$ cat src/rtl/mesi_pkg.sv
`timescale 1ns/1ps
package mesi_pkg;

    typedef enum logic [1:0] {
        L_INV = 2'd0,
        L_SHR = 2'd1,
        L_EXC = 2'd2,
        L_MOD = 2'd3
    } line_st_t;

    typedef enum logic [1:0] {
        BC_NONE = 2'd0,
        BC_RD   = 2'd1,
        BC_RDX  = 2'd2,
        BC_WB   = 2'd3
    } bus_cmd_t;

    typedef enum logic [2:0] {
        C_IDLE  = 3'd0,
        C_EVICT = 3'd1,
        C_FETCH = 3'd2,
        C_OWN   = 3'd3,
        C_DONE  = 3'd4
    } ctl_st_t;

endpackage

$ cat src/rtl/mesi_line_array.sv
`timescale 1ns/1ps
module mesi_line_array
    import mesi_pkg::*;
#(
    parameter int IDX_W  = 2,
    parameter int TAG_W  = 6,
    parameter int DATA_W = 32
) (
    input  logic              clk,
    input  logic              rst_n,
    // snoop-side read port
    input  logic [IDX_W-1:0]  sa_idx,
    output line_st_t          sa_st,
    output logic [TAG_W-1:0]  sa_tag,
    output logic [DATA_W-1:0] sa_data,
    // sequencer-side read port
    input  logic [IDX_W-1:0]  la_idx,
    output line_st_t          la_st,
    output logic [TAG_W-1:0]  la_tag,
    output logic [DATA_W-1:0] la_data,
    // state-only write (snoop)
    input  logic              ws_en,
    input  logic [IDX_W-1:0]  ws_idx,
    input  line_st_t          ws_st,
    // full write (sequencer)
    input  logic              wf_en,
    input  logic [IDX_W-1:0]  wf_idx,
    input  logic [TAG_W-1:0]  wf_tag,
    input  line_st_t          wf_st,
    input  logic [DATA_W-1:0] wf_data
);
    localparam int LINES = 1 << IDX_W;

    line_st_t          st_q   [LINES];
    logic [TAG_W-1:0]  tag_q  [LINES];
    logic [DATA_W-1:0] data_q [LINES];

    for (genvar i = 0; i < LINES; i++) begin : g_line
        always_ff @(posedge clk) begin
            if (!rst_n) begin
                st_q[i] <= L_INV;
            end else if (wf_en && wf_idx == IDX_W'(i)) begin
                st_q[i] <= wf_st;
            end else if (ws_en && ws_idx == IDX_W'(i)) begin
                st_q[i] <= ws_st;
            end
        end

        always_ff @(posedge clk) begin
            if (wf_en && wf_idx == IDX_W'(i)) begin
                tag_q[i]  <= wf_tag;
                data_q[i] <= wf_data;
            end
        end
    end

    assign sa_st   = st_q[sa_idx];
    assign sa_tag  = tag_q[sa_idx];
    assign sa_data = data_q[sa_idx];
    assign la_st   = st_q[la_idx];
    assign la_tag  = tag_q[la_idx];
    assign la_data = data_q[la_idx];

    // the index stall keeps snoop and sequencer off the same line
    p_one_writer_r10: assert property (@(posedge clk) disable iff (!rst_n)
        !(ws_en && wf_en && ws_idx == wf_idx));

endmodule

$ cat src/rtl/mesi_snoop_unit.sv
`timescale 1ns/1ps
module mesi_snoop_unit
    import mesi_pkg::*;
#(
    parameter int TAG_W  = 6,
    parameter int DATA_W = 32
) (
    input  logic              snp_valid,
    input  bus_cmd_t          snp_cmd,
    input  logic [TAG_W-1:0]  snp_tag,
    input  line_st_t          line_st,
    input  logic [TAG_W-1:0]  line_tag,
    input  logic [DATA_W-1:0] line_data,
    output logic              shr_out,
    output logic              flush_valid,
    output logic [DATA_W-1:0] flush_data,
    output logic              upd_en,
    output line_st_t          upd_st
);
    logic hit;
    assign hit = snp_valid && (line_st != L_INV) && (line_tag == snp_tag);

    always_comb begin
        shr_out     = 1'b0;
        flush_valid = 1'b0;
        upd_en      = 1'b0;
        upd_st      = line_st;
        if (hit) begin
            unique case (snp_cmd)
                BC_RD: begin
                    shr_out     = 1'b1;
                    flush_valid = (line_st == L_MOD);
                    upd_en      = (line_st != L_SHR);
                    upd_st      = L_SHR;
                end
                BC_RDX: begin
                    flush_valid = (line_st == L_MOD);
                    upd_en      = 1'b1;
                    upd_st      = L_INV;
                end
                default: begin
                    upd_en = 1'b0;
                end
            endcase
        end
    end

    assign flush_data = flush_valid ? line_data : '0;

endmodule

$ cat src/rtl/mesi_cpu_ctl.sv
`timescale 1ns/1ps
module mesi_cpu_ctl
    import mesi_pkg::*;
#(
    parameter int ADDR_W = 8,
    parameter int DATA_W = 32,
    parameter int IDX_W  = 2,
    localparam int TAG_W = ADDR_W - IDX_W
) (
    input  logic              clk,
    input  logic              rst_n,
    input  logic              cpu_req,
    input  logic              cpu_we,
    input  logic [ADDR_W-1:0] cpu_addr,
    input  logic [DATA_W-1:0] cpu_wdata,
    output logic              cpu_ready,
    output logic [DATA_W-1:0] cpu_rdata,
    output logic              bus_req,
    input  logic              bus_gnt,
    output logic [1:0]        bus_cmd,
    output logic [ADDR_W-1:0] bus_addr,
    output logic [DATA_W-1:0] bus_wdata,
    input  logic [DATA_W-1:0] bus_rdata,
    input  logic              shr_in,
    input  logic              snp_valid,
    input  logic [IDX_W-1:0]  snp_idx,
    output logic [IDX_W-1:0]  lk_idx,
    input  line_st_t          lk_st,
    input  logic [TAG_W-1:0]  lk_tag,
    input  logic [DATA_W-1:0] lk_data,
    output logic              wr_en,
    output logic [IDX_W-1:0]  wr_idx,
    output logic [TAG_W-1:0]  wr_tag,
    output line_st_t          wr_st,
    output logic [DATA_W-1:0] wr_data
);
    ctl_st_t           st_q, st_d;
    logic              req_we;
    logic [ADDR_W-1:0] req_addr;
    logic [DATA_W-1:0] req_wdata;
    logic [DATA_W-1:0] rdata_q;

    logic [ADDR_W-1:0] cur_addr;
    logic [IDX_W-1:0]  cur_idx;
    logic [TAG_W-1:0]  cur_tag;
    logic              hit, stall, accept;

    assign cur_addr = (st_q == C_IDLE) ? cpu_addr : req_addr;
    assign cur_idx  = cur_addr[IDX_W-1:0];
    assign cur_tag  = cur_addr[ADDR_W-1:IDX_W];
    assign lk_idx   = cur_idx;
    assign hit      = (lk_st != L_INV) && (lk_tag == cur_tag);
    assign stall    = snp_valid && (snp_idx == cpu_addr[IDX_W-1:0]);
    assign accept   = (st_q == C_IDLE) && cpu_req && !stall;

    // state register and request capture
    always_ff @(posedge clk) begin
        if (!rst_n) begin
            st_q      <= C_IDLE;
            req_we    <= 1'b0;
            req_addr  <= '0;
            req_wdata <= '0;
            rdata_q   <= '0;
        end else begin
            st_q <= st_d;
            if (accept) begin
                req_we    <= cpu_we;
                req_addr  <= cpu_addr;
                req_wdata <= cpu_wdata;
                if (hit && !cpu_we) rdata_q <= lk_data;
            end
            if (st_q == C_FETCH && bus_gnt) rdata_q <= bus_rdata;
        end
    end

    // next state
    always_comb begin
        st_d = st_q;
        unique case (st_q)
            C_IDLE: begin
                if (accept) begin
                    if (hit)
                        st_d = (cpu_we && lk_st == L_SHR) ? C_OWN : C_DONE;
                    else if (lk_st == L_MOD)
                        st_d = C_EVICT;
                    else
                        st_d = cpu_we ? C_OWN : C_FETCH;
                end
            end
            C_EVICT: begin
                if (lk_st != L_MOD || bus_gnt)
                    st_d = req_we ? C_OWN : C_FETCH;
            end
            C_FETCH: if (bus_gnt) st_d = C_DONE;
            C_OWN:   if (bus_gnt) st_d = C_DONE;
            C_DONE:  st_d = C_IDLE;
            default: st_d = C_IDLE;
        endcase
    end

    // outputs
    always_comb begin
        bus_req   = 1'b0;
        bus_cmd   = BC_NONE;
        bus_addr  = req_addr;
        bus_wdata = req_wdata;
        wr_en     = 1'b0;
        wr_idx    = cur_idx;
        wr_tag    = cur_tag;
        wr_st     = L_MOD;
        wr_data   = req_wdata;
        cpu_ready = 1'b0;
        unique case (st_q)
            C_IDLE: begin
                if (accept && hit && cpu_we && lk_st != L_SHR) begin
                    wr_en   = 1'b1;
                    wr_st   = L_MOD;
                    wr_data = cpu_wdata;
                end
            end
            C_EVICT: begin
                if (lk_st == L_MOD) begin
                    bus_req   = 1'b1;
                    bus_cmd   = BC_WB;
                    bus_addr  = {lk_tag, req_addr[IDX_W-1:0]};
                    bus_wdata = lk_data;
                end
            end
            C_FETCH: begin
                bus_req = 1'b1;
                bus_cmd = BC_RD;
                if (bus_gnt) begin
                    wr_en   = 1'b1;
                    wr_st   = shr_in ? L_SHR : L_EXC;
                    wr_data = bus_rdata;
                end
            end
            C_OWN: begin
                bus_req = 1'b1;
                bus_cmd = BC_RDX;
                if (bus_gnt) begin
                    wr_en   = 1'b1;
                    wr_st   = L_MOD;
                    wr_data = req_wdata;
                end
            end
            C_DONE: cpu_ready = 1'b1;
            default: cpu_ready = 1'b0;
        endcase
    end

    assign cpu_rdata = rdata_q;

    p_ready_pulse_r11: assert property (@(posedge clk) disable iff (!rst_n)
        cpu_ready |=> !cpu_ready);

    p_stall_r10: assert property (@(posedge clk) disable iff (!rst_n)
        (st_q == C_IDLE && cpu_req && stall) |=> (!cpu_ready && !bus_req));

    p_silent_upgrade_r4: assert property (@(posedge clk) disable iff (!rst_n)
        (accept && hit && cpu_we && lk_st == L_EXC)
        |=> (cpu_ready && !bus_req && lk_st == L_MOD));

    p_fill_excl_r2: assert property (@(posedge clk) disable iff (!rst_n)
        (st_q == C_FETCH && bus_gnt && !shr_in) |=> (lk_st == L_EXC));

    p_fill_shr_r2: assert property (@(posedge clk) disable iff (!rst_n)
        (st_q == C_FETCH && bus_gnt && shr_in) |=> (lk_st == L_SHR));

    p_own_mod_r5: assert property (@(posedge clk) disable iff (!rst_n)
        (st_q == C_OWN && bus_gnt) |=> (lk_st == L_MOD && lk_data == req_wdata));

    p_evict_first_r6: assert property (@(posedge clk) disable iff (!rst_n)
        (bus_req && bus_gnt && bus_cmd == BC_WB) |=> (bus_req && bus_cmd != BC_WB));

endmodule

$ cat src/rtl/mesi_cache_ctrl.sv
`timescale 1ns/1ps
module mesi_cache_ctrl
    import mesi_pkg::*;
#(
    parameter int ADDR_W = 8,
    parameter int DATA_W = 32,
    parameter int IDX_W  = 2
) (
    input  logic              clk,
    input  logic              rst_n,
    input  logic              cpu_req,
    input  logic              cpu_we,
    input  logic [ADDR_W-1:0] cpu_addr,
    input  logic [DATA_W-1:0] cpu_wdata,
    output logic              cpu_ready,
    output logic [DATA_W-1:0] cpu_rdata,
    output logic              bus_req,
    input  logic              bus_gnt,
    output logic [1:0]        bus_cmd,
    output logic [ADDR_W-1:0] bus_addr,
    output logic [DATA_W-1:0] bus_wdata,
    input  logic [DATA_W-1:0] bus_rdata,
    input  logic              shr_in,
    input  logic              snp_valid,
    input  logic [1:0]        snp_cmd,
    input  logic [ADDR_W-1:0] snp_addr,
    output logic              shr_out,
    output logic              flush_valid,
    output logic [DATA_W-1:0] flush_data
);
    localparam int TAG_W = ADDR_W - IDX_W;

    logic [IDX_W-1:0]  snp_idx;
    logic [TAG_W-1:0]  snp_tag;
    line_st_t          sa_st, la_st, ws_st, wf_st;
    logic [TAG_W-1:0]  sa_tag, la_tag, wf_tag;
    logic [DATA_W-1:0] sa_data, la_data, wf_data;
    logic [IDX_W-1:0]  la_idx, wf_idx;
    logic              ws_en, wf_en;

    assign snp_idx = snp_addr[IDX_W-1:0];
    assign snp_tag = snp_addr[ADDR_W-1:IDX_W];

    mesi_line_array #(.IDX_W(IDX_W), .TAG_W(TAG_W), .DATA_W(DATA_W)) u_array (
        .clk     (clk),
        .rst_n   (rst_n),
        .sa_idx  (snp_idx),
        .sa_st   (sa_st),
        .sa_tag  (sa_tag),
        .sa_data (sa_data),
        .la_idx  (la_idx),
        .la_st   (la_st),
        .la_tag  (la_tag),
        .la_data (la_data),
        .ws_en   (ws_en),
        .ws_idx  (snp_idx),
        .ws_st   (ws_st),
        .wf_en   (wf_en),
        .wf_idx  (wf_idx),
        .wf_tag  (wf_tag),
        .wf_st   (wf_st),
        .wf_data (wf_data)
    );

    mesi_snoop_unit #(.TAG_W(TAG_W), .DATA_W(DATA_W)) u_snoop (
        .snp_valid   (snp_valid),
        .snp_cmd     (bus_cmd_t'(snp_cmd)),
        .snp_tag     (snp_tag),
        .line_st     (sa_st),
        .line_tag    (sa_tag),
        .line_data   (sa_data),
        .shr_out     (shr_out),
        .flush_valid (flush_valid),
        .flush_data  (flush_data),
        .upd_en      (ws_en),
        .upd_st      (ws_st)
    );

    mesi_cpu_ctl #(.ADDR_W(ADDR_W), .DATA_W(DATA_W), .IDX_W(IDX_W)) u_ctl (
        .clk       (clk),
        .rst_n     (rst_n),
        .cpu_req   (cpu_req),
        .cpu_we    (cpu_we),
        .cpu_addr  (cpu_addr),
        .cpu_wdata (cpu_wdata),
        .cpu_ready (cpu_ready),
        .cpu_rdata (cpu_rdata),
        .bus_req   (bus_req),
        .bus_gnt   (bus_gnt),
        .bus_cmd   (bus_cmd),
        .bus_addr  (bus_addr),
        .bus_wdata (bus_wdata),
        .bus_rdata (bus_rdata),
        .shr_in    (shr_in),
        .snp_valid (snp_valid),
        .snp_idx   (snp_idx),
        .lk_idx    (la_idx),
        .lk_st     (la_st),
        .lk_tag    (la_tag),
        .lk_data   (la_data),
        .wr_en     (wf_en),
        .wr_idx    (wf_idx),
        .wr_tag    (wf_tag),
        .wr_st     (wf_st),
        .wr_data   (wf_data)
    );

    // after a flush the block is clean, so an immediate repeat cannot flush
    p_flush_once_r7: assert property (@(posedge clk) disable iff (!rst_n)
        (flush_valid && snp_valid) |=> !(flush_valid && snp_addr == $past(snp_addr)));

endmodule

$ cat config.mk
export PLATFORM = sky130hd
export DESIGN_NAME = mesi_cache_ctrl
export DESIGN_NICKNAME = d
export VERILOG_FILES = /design/src/rtl/mesi_pkg.sv /design/src/rtl/mesi_line_array.sv /design/src/rtl/mesi_snoop_unit.sv /design/src/rtl/mesi_cpu_ctl.sv /design/src/rtl/mesi_cache_ctrl.sv
export SDC_FILE = /design/constraint.sdc
export NUM_CORES = 1
export LEC_CHECK = 0
export ABC_CLOCK_PERIOD_IN_PS = 5490
export CAP_MARGIN = 20
export CORE_AREA = 2 2 167 169
export DETAILED_ROUTE_END_ITERATION = 16
export DIE_AREA = 0 0 169 171
export PLACE_DENSITY = 0.72
export SLEW_MARGIN = 10
export SYNTH_ARGS = -nofsm -noshare
export SYNTH_HDL_FRONTEND = slang
export SYNTH_HIERARCHICAL = 1
export SYNTH_SLANG_ARGS = --single-unit
$ cat constraint.sdc
create_clock -name clk -period 5.49 [get_ports clk]
set_clock_uncertainty 0.15 [all_clocks]
set_input_delay 1.647 -clock clk [delete_from_list [all_inputs] [get_ports clk]]
set_output_delay 1.647 -clock clk [all_outputs]
set_load 0.01 [all_outputs]
# [After elaboration in Yosys (flattened, before gate mapping)]
# Memories as Yosys holds them, arrays and structs flattened.
# Cells that the tools add are included.
[classes] bitwise=8 n_mux=99 eq_ne=24 n_reduce_logical=40
[ops] op="$mux W32" n=11
[ops] op="$reduce_or A32 Y1" n=3
[ops] op="$pmux W32 S2" n=1
[ops] op="$mux W1" n=50
[ops] op="$mux W2" n=19
[ops] op="$mux W8" n=3
[ops] op="$logic_and A1 B1 Y1" n=20
[ops] op="$mux W3" n=6
[ops] op="$mux W6" n=3
[ops] op="$reduce_or A6 Y1" n=3
[ops] op="$eq A2 B2 Y1 const B" n=7
[ops] op="$eq A6 B6 Y1" n=2
[ops] op="$ne A2 B1 Y1 const B" n=5
[ops] op="$pmux W3 S3" n=1
[ops] op="$eq A2 B1 Y1 const B" n=4
[ops] op="$or A1 B1 Y1" n=8
[ops] op="$reduce_bool A2 Y1" n=4
[ops] op="$eq A3 B2 Y1 const B" n=2
[ops] op="$pmux W1 S2" n=3
[ops] op="$pmux W2 S3" n=1
[ops] op="$logic_not A2 Y1" n=2
[ops] op="$pmux W2 S2" n=1
[ops] op="$reduce_or A2 Y1" n=2
[ops] op="$eq A3 B1 Y1 const B" n=1
[ops] op="8 further kinds" n=9
[word_totals] n_memories=3 out_inout_bits=110 ramBits=160 wordCells=179 ff_bits=76
[mem_list] memory="u_array.data_q" depth=4 word_bits=32 rd=2 rd_clocked_by_memory_dff=0 write_ports=1 line="mesi_line_array.sv:36" rtl="logic [DATA_W-1:0] data_q [LINES];"
[mem_list] memory="u_array.tag_q" depth=4 word_bits=6 rd=2 rd_clocked_by_memory_dff=0 write_ports=1 line="mesi_line_array.sv:35" rtl="logic [TAG_W-1:0] tag_q [LINES];"
[mem_list] memory="u_array.st_q" depth=4 word_bits=2 rd=2 rd_clocked_by_memory_dff=0 write_ports=4 line="mesi_line_array.sv:34" rtl="line_st_t st_q [LINES];"

# [Longest topological paths before layout]
# An unclocked memory read counts as a cell.
[depth] word_depth=17 ltp_mapped=17 ltp_nobuf=13

# [Modules after synthesis]
# Netlist, hierarchy kept.
[by_module_without_submodules] module="mesi_line_array" cells_per_inst=298 area_per_inst_um2=7060.5 n_inst=1 seq_area_each_um2=4804.6
[by_module_without_submodules] module="mesi_cpu_ctl" cells_per_inst=548 area_per_inst_um2=4554.4 n_inst=1 seq_area_each_um2=1521.5
[by_module_without_submodules] module="mesi_snoop_unit" cells_per_inst=61 area_per_inst_um2=410.4 n_inst=1 seq_area_each_um2=0.0

# [Worst setup path after synthesis]
# OpenSTA, ideal clock, no wires.
[synth_path] path_type="in2reg" from="input cpu_addr[0]" to="memory u_array/st_q[2][0] (netlist name), data pin" setup_ps=259 slack_ps=-118 path_stages=14 path_buffers=3 arrival_ps=5200 cell_sequence="nand2_1 > nand2_1 > buf_6 > buf_12 > mux4_2 > xor2_1 > a211oi_1 > o211ai_1 > nor4_2 > nand2b_1 > and3b_1 > clkbuf_1 > nor2_1 > a32o_1"
[synth_rtl] element="start: declaration" line="mesi_cache_ctrl.sv:13" rtl="input logic [ADDR_W-1:0] cpu_addr,"
[synth_rtl] element="end: declaration" line="mesi_line_array.sv:34"

# [Final worst setup path]
[layout_path] from="input snp_addr[0]" to="output flush_data[19]"
[layout_between] word_cells_on_any_way=11 cone_classes="2 x eq/ne; 3 x mux; 3 x reduce/logical; 3 x memory"
[layout_rtl] element="start: declaration" line="mesi_cache_ctrl.sv:26" rtl="input logic [ADDR_W-1:0] snp_addr,"
[layout_rtl] element="$mem_v2 Z4 W6"
[layout_rtl] element="named net sa_tag[3]" line="mesi_cache_ctrl.sv:36" rtl="logic [TAG_W-1:0] sa_tag, la_tag, wf_tag;"
[layout_rtl] element="$eq A6 B6 Y1" line="mesi_snoop_unit.sv:21" rtl="assign hit = snp_valid && (line_st != L_INV) && (line_tag == snp_tag);"
[layout_rtl] element="$logic_and A1 B1 Y1" line="mesi_snoop_unit.sv:21"
[layout_rtl] element="$mux W1" line="mesi_snoop_unit.sv:28" rtl="if (hit) begin"
[layout_rtl] element="$mux W32" line="mesi_snoop_unit.sv:48" rtl="assign flush_data = flush_valid ? line_data : '0;"
[layout_rtl] element="end: declaration" line="mesi_cache_ctrl.sv:29" rtl="output logic [DATA_W-1:0] flush_data"
# The timed path passes the listed nets, and every way through them passes these cells.

==> flow_summary.toml <==
[status]
status = "finished clean"

[die]
placementRows = 61
start_util_pct = 44.01
dieArea_sq_um = 28900
fp.dieW_microns = 169
io_pins = 199
fp.coreArea_sq_um = 27320
die_y_microns = 171

[worst_setup_path]
rr_worst_depth = 17
path_max_fanout = 15
crit_chain = "buf_8 > mux4_2 > xnor2_2 > nand3_2 > nor4_4 > buf_6 > buf_12 > and2_1 > clkbuf_2"
r2r-end = "u_array/tag_q[0][4]"
path_class = "in -> out"
regToRegStartpoint = "u_ctl/st_q[1]"
reg2reg_setup_slack_ns = 0.95
cpPeakStageDelay_ns = 0.56
cp.arrival_ns = 3.62
critPathSlowestCell = "mux4_2"
cp-start-kind = "primary input"
required_ns = 3.69
worstSetupEndpointType = "primary output"

[worst_hold_path]
worstHoldStart = "u_ctl/req_we"
holdPathEnd = "u_ctl/req_we"
hold_class = "reg -> reg"
min_path_cells = 2

[grt]
antenna_found_initial = 1
grt_pass1_wl_mm = 53.44
track_usage_pct = 24.24
grt_max_degree = 44
overflow = 0
grt_pass1_vias = 9179

[power]
ir_drop_mv = 0.2269
p_leak_nw = 5.762
power.density_nw_per_um2 = 431.1
power_mw = 6.699

[finish]
area_growth_pct = 29.22
final_common_cell = "edfxtp_1"
finish.utilization_pct = 56.87
final_cells = 1509
nFillCells = 2219
diodes = 0
nNetsFinal = 1236
layout_common_cells = "160 x edfxtp_1, 121 x clkdlybuf4s50_1, 102 x nand2_1"
drive_above_1_share_pct = 29.92

[placement]
portBuffers = 198
dp_slack_ns = -0.6166
place.gp.congestion = 0.8542
dp_hpwl_mm = 23.59
place_inst = 1448

[synthesis]
avgSynthCellArea_sq_um = 13.26
yosys.area.top_type_share_pct = 39.95
netlist_top_cells_area = "edfxtp_1 40%, mux4_2 15%, dfxtp_1 13%, mux2_2 3.7%, and2_1 3.5%"
ys_types = 63
synthArstFlopShare_pct = 0
yosysWarnings = 6
syn_nets = 998
synth_edf_count = 160
ys_ff_latch = 236
syn_area_sq_um = 12030
yosysSeqAreaShare_pct = 52.61
synth_top_cell_by_area = "edfxtp_1"
syn_inst = 907
synthFlopType = "edfxtp_1"

[cts]
cts_num_sinks = 236
clk_latency_ns = 0.53
clockBufferDepth = 3
numCtsBuffers = 24
h-tree-depth = 1
ctsRootBufferMaster = "clkbuf_16"
tritoncts = "done"
clk_pin_slew_worst_paths_ns = 0.06

[route]
first_pass_iters = 5
vias_per_cell = 5.932
ant_nets = 0
drt_iter0_markers = 844
wire_per_inst_microns = 23.66
drt-total-wl_mm = 35.71
route.detailed.drc = 0
vias = 8952

[sta]
fin_crit_ns = 5.415
drv_slew = 0
slew_headroom_pct = 25.32
setup_slack_ns = 0.07532
post-route-period-util_pct = 98.63
hold_viol = 0
finalSetupViolCount = 0
fmax_ghz = 0.1847
worstMarginPinSlew_ns = 1.116

[flow_run]
drv_cap = 0
cells by family after synthesis:
group                      synth area share, %
buffers and inverters                    4.859
xor gates and xnor gates                0.8637
adders and majority gates               0.2081
muxes                                    18.85
AOI/OAI and AO/OA                        12.37
DFF                                      52.61
and+or+nand+nor                          10.24
worst max-delay path, delay by kind of cell:
family                    cells  cell delay, ns
and+or+nand+nor               3            0.64
muxes                         1            0.56
buffers and inverters         4            0.61
xor gates and xnor gates      1            0.15
flip-flops by register name, indices dropped and copies added (netlist names):
name / cells
u_array/data_q: 128
u_ctl/req_we: 1
u_ctl/req_wdata: 32
u_ctl/req_addr: 8
u_array/tag_q: 24
u_ctl/cpu_rdata: 32
u_array/st_q: 8
u_ctl/st_q: 3
worst max path at each step:
stage | start | end | slack [ns] | cells after the start
final | snp_addr[0] | flush_data[19] | 0.08 | 9
after global placement | snp_addr[0] | flush_data[11] | -0.64 | 8
after CTS | snp_addr[0] | shr_out | -0.10 | 8
after global routing | snp_cmd[0] | flush_data[19] | -0.004 | 9
after detailed placement | snp_addr[0] | flush_data[11] | -0.62 | 8
after floorplan | cpu_addr[0] | bus_wdata[16] | 0.13 | 10
metal layers:
layer,global-route usage [%],routed length [microns],vias to the layer above
met5,0,0,-
li1,-,-,3993
met2,42.25,17730,417
met3,3.585,2461,99
met4,8.436,1202,0
met1,31.10,14320,4443
power breakdown:
part	internal (mW)	switching, mW	leakage (nW)	total, mW
logic	1.24	1.48	3.29	2.72
registers	2.25	0.123	2.11	2.37
clock network	0.921	0.683	0.363	1.60
total	4.41	2.28	5.76	6.70
layout make-up:
class                      instances  area, sq um  area share (%)
clock buffer                      35        651.9           4.195
clock inverter                     9        108.9          0.7005
inverter                          13        48.80          0.3140
multi-input combinational        577         5251           33.79
sequential                       236         6326           40.71
tap                              346        432.9           2.786
timing repair buffer             293         2719           17.50
Yosys cell counts, drive strengths merged (3+ instances only):
master,instances
a21boi,44
a21oi,67
a221o,32
and2,67
and4b,3
buf,41
clkbuf,40
dfxtp,76
edfxtp,160
inv,13
mux2,41
mux4,80
nand2,107
nand2b,7
nand3,8
nand3b,5
nor2,8
nor3,4
nor4,5
o21ai,6
o22ai,3
o31a,3
o31ai,33
or2,4
or3,3
xnor2,8
xor2,3
through the flow:
step | TNS, ns | hold WS (ns) | area (sq um)
6_report | 0 | 0.3273 | 15540
5_1_grt | -0.004001 | 0.3518 | 15540
4_1_cts | -0.7400 | 0.3273 | 15610
3_5_place_dp | -41.23 | 0.3191 | 14770
3_3_place_gp | -39.96 | 0.3047 | 14770
2_1_floorplan | 0 | 0.2939 | 12030
what timing repair did:
action	4_1_cts	5_1_grt
hold buffers	0	0
cloned	3	0
pin swaps	6	3
gates resized for setup	199	76
setup buffers	13	1
setup endpoints to repair	75	70
Power figures use the tool's default switching activity.
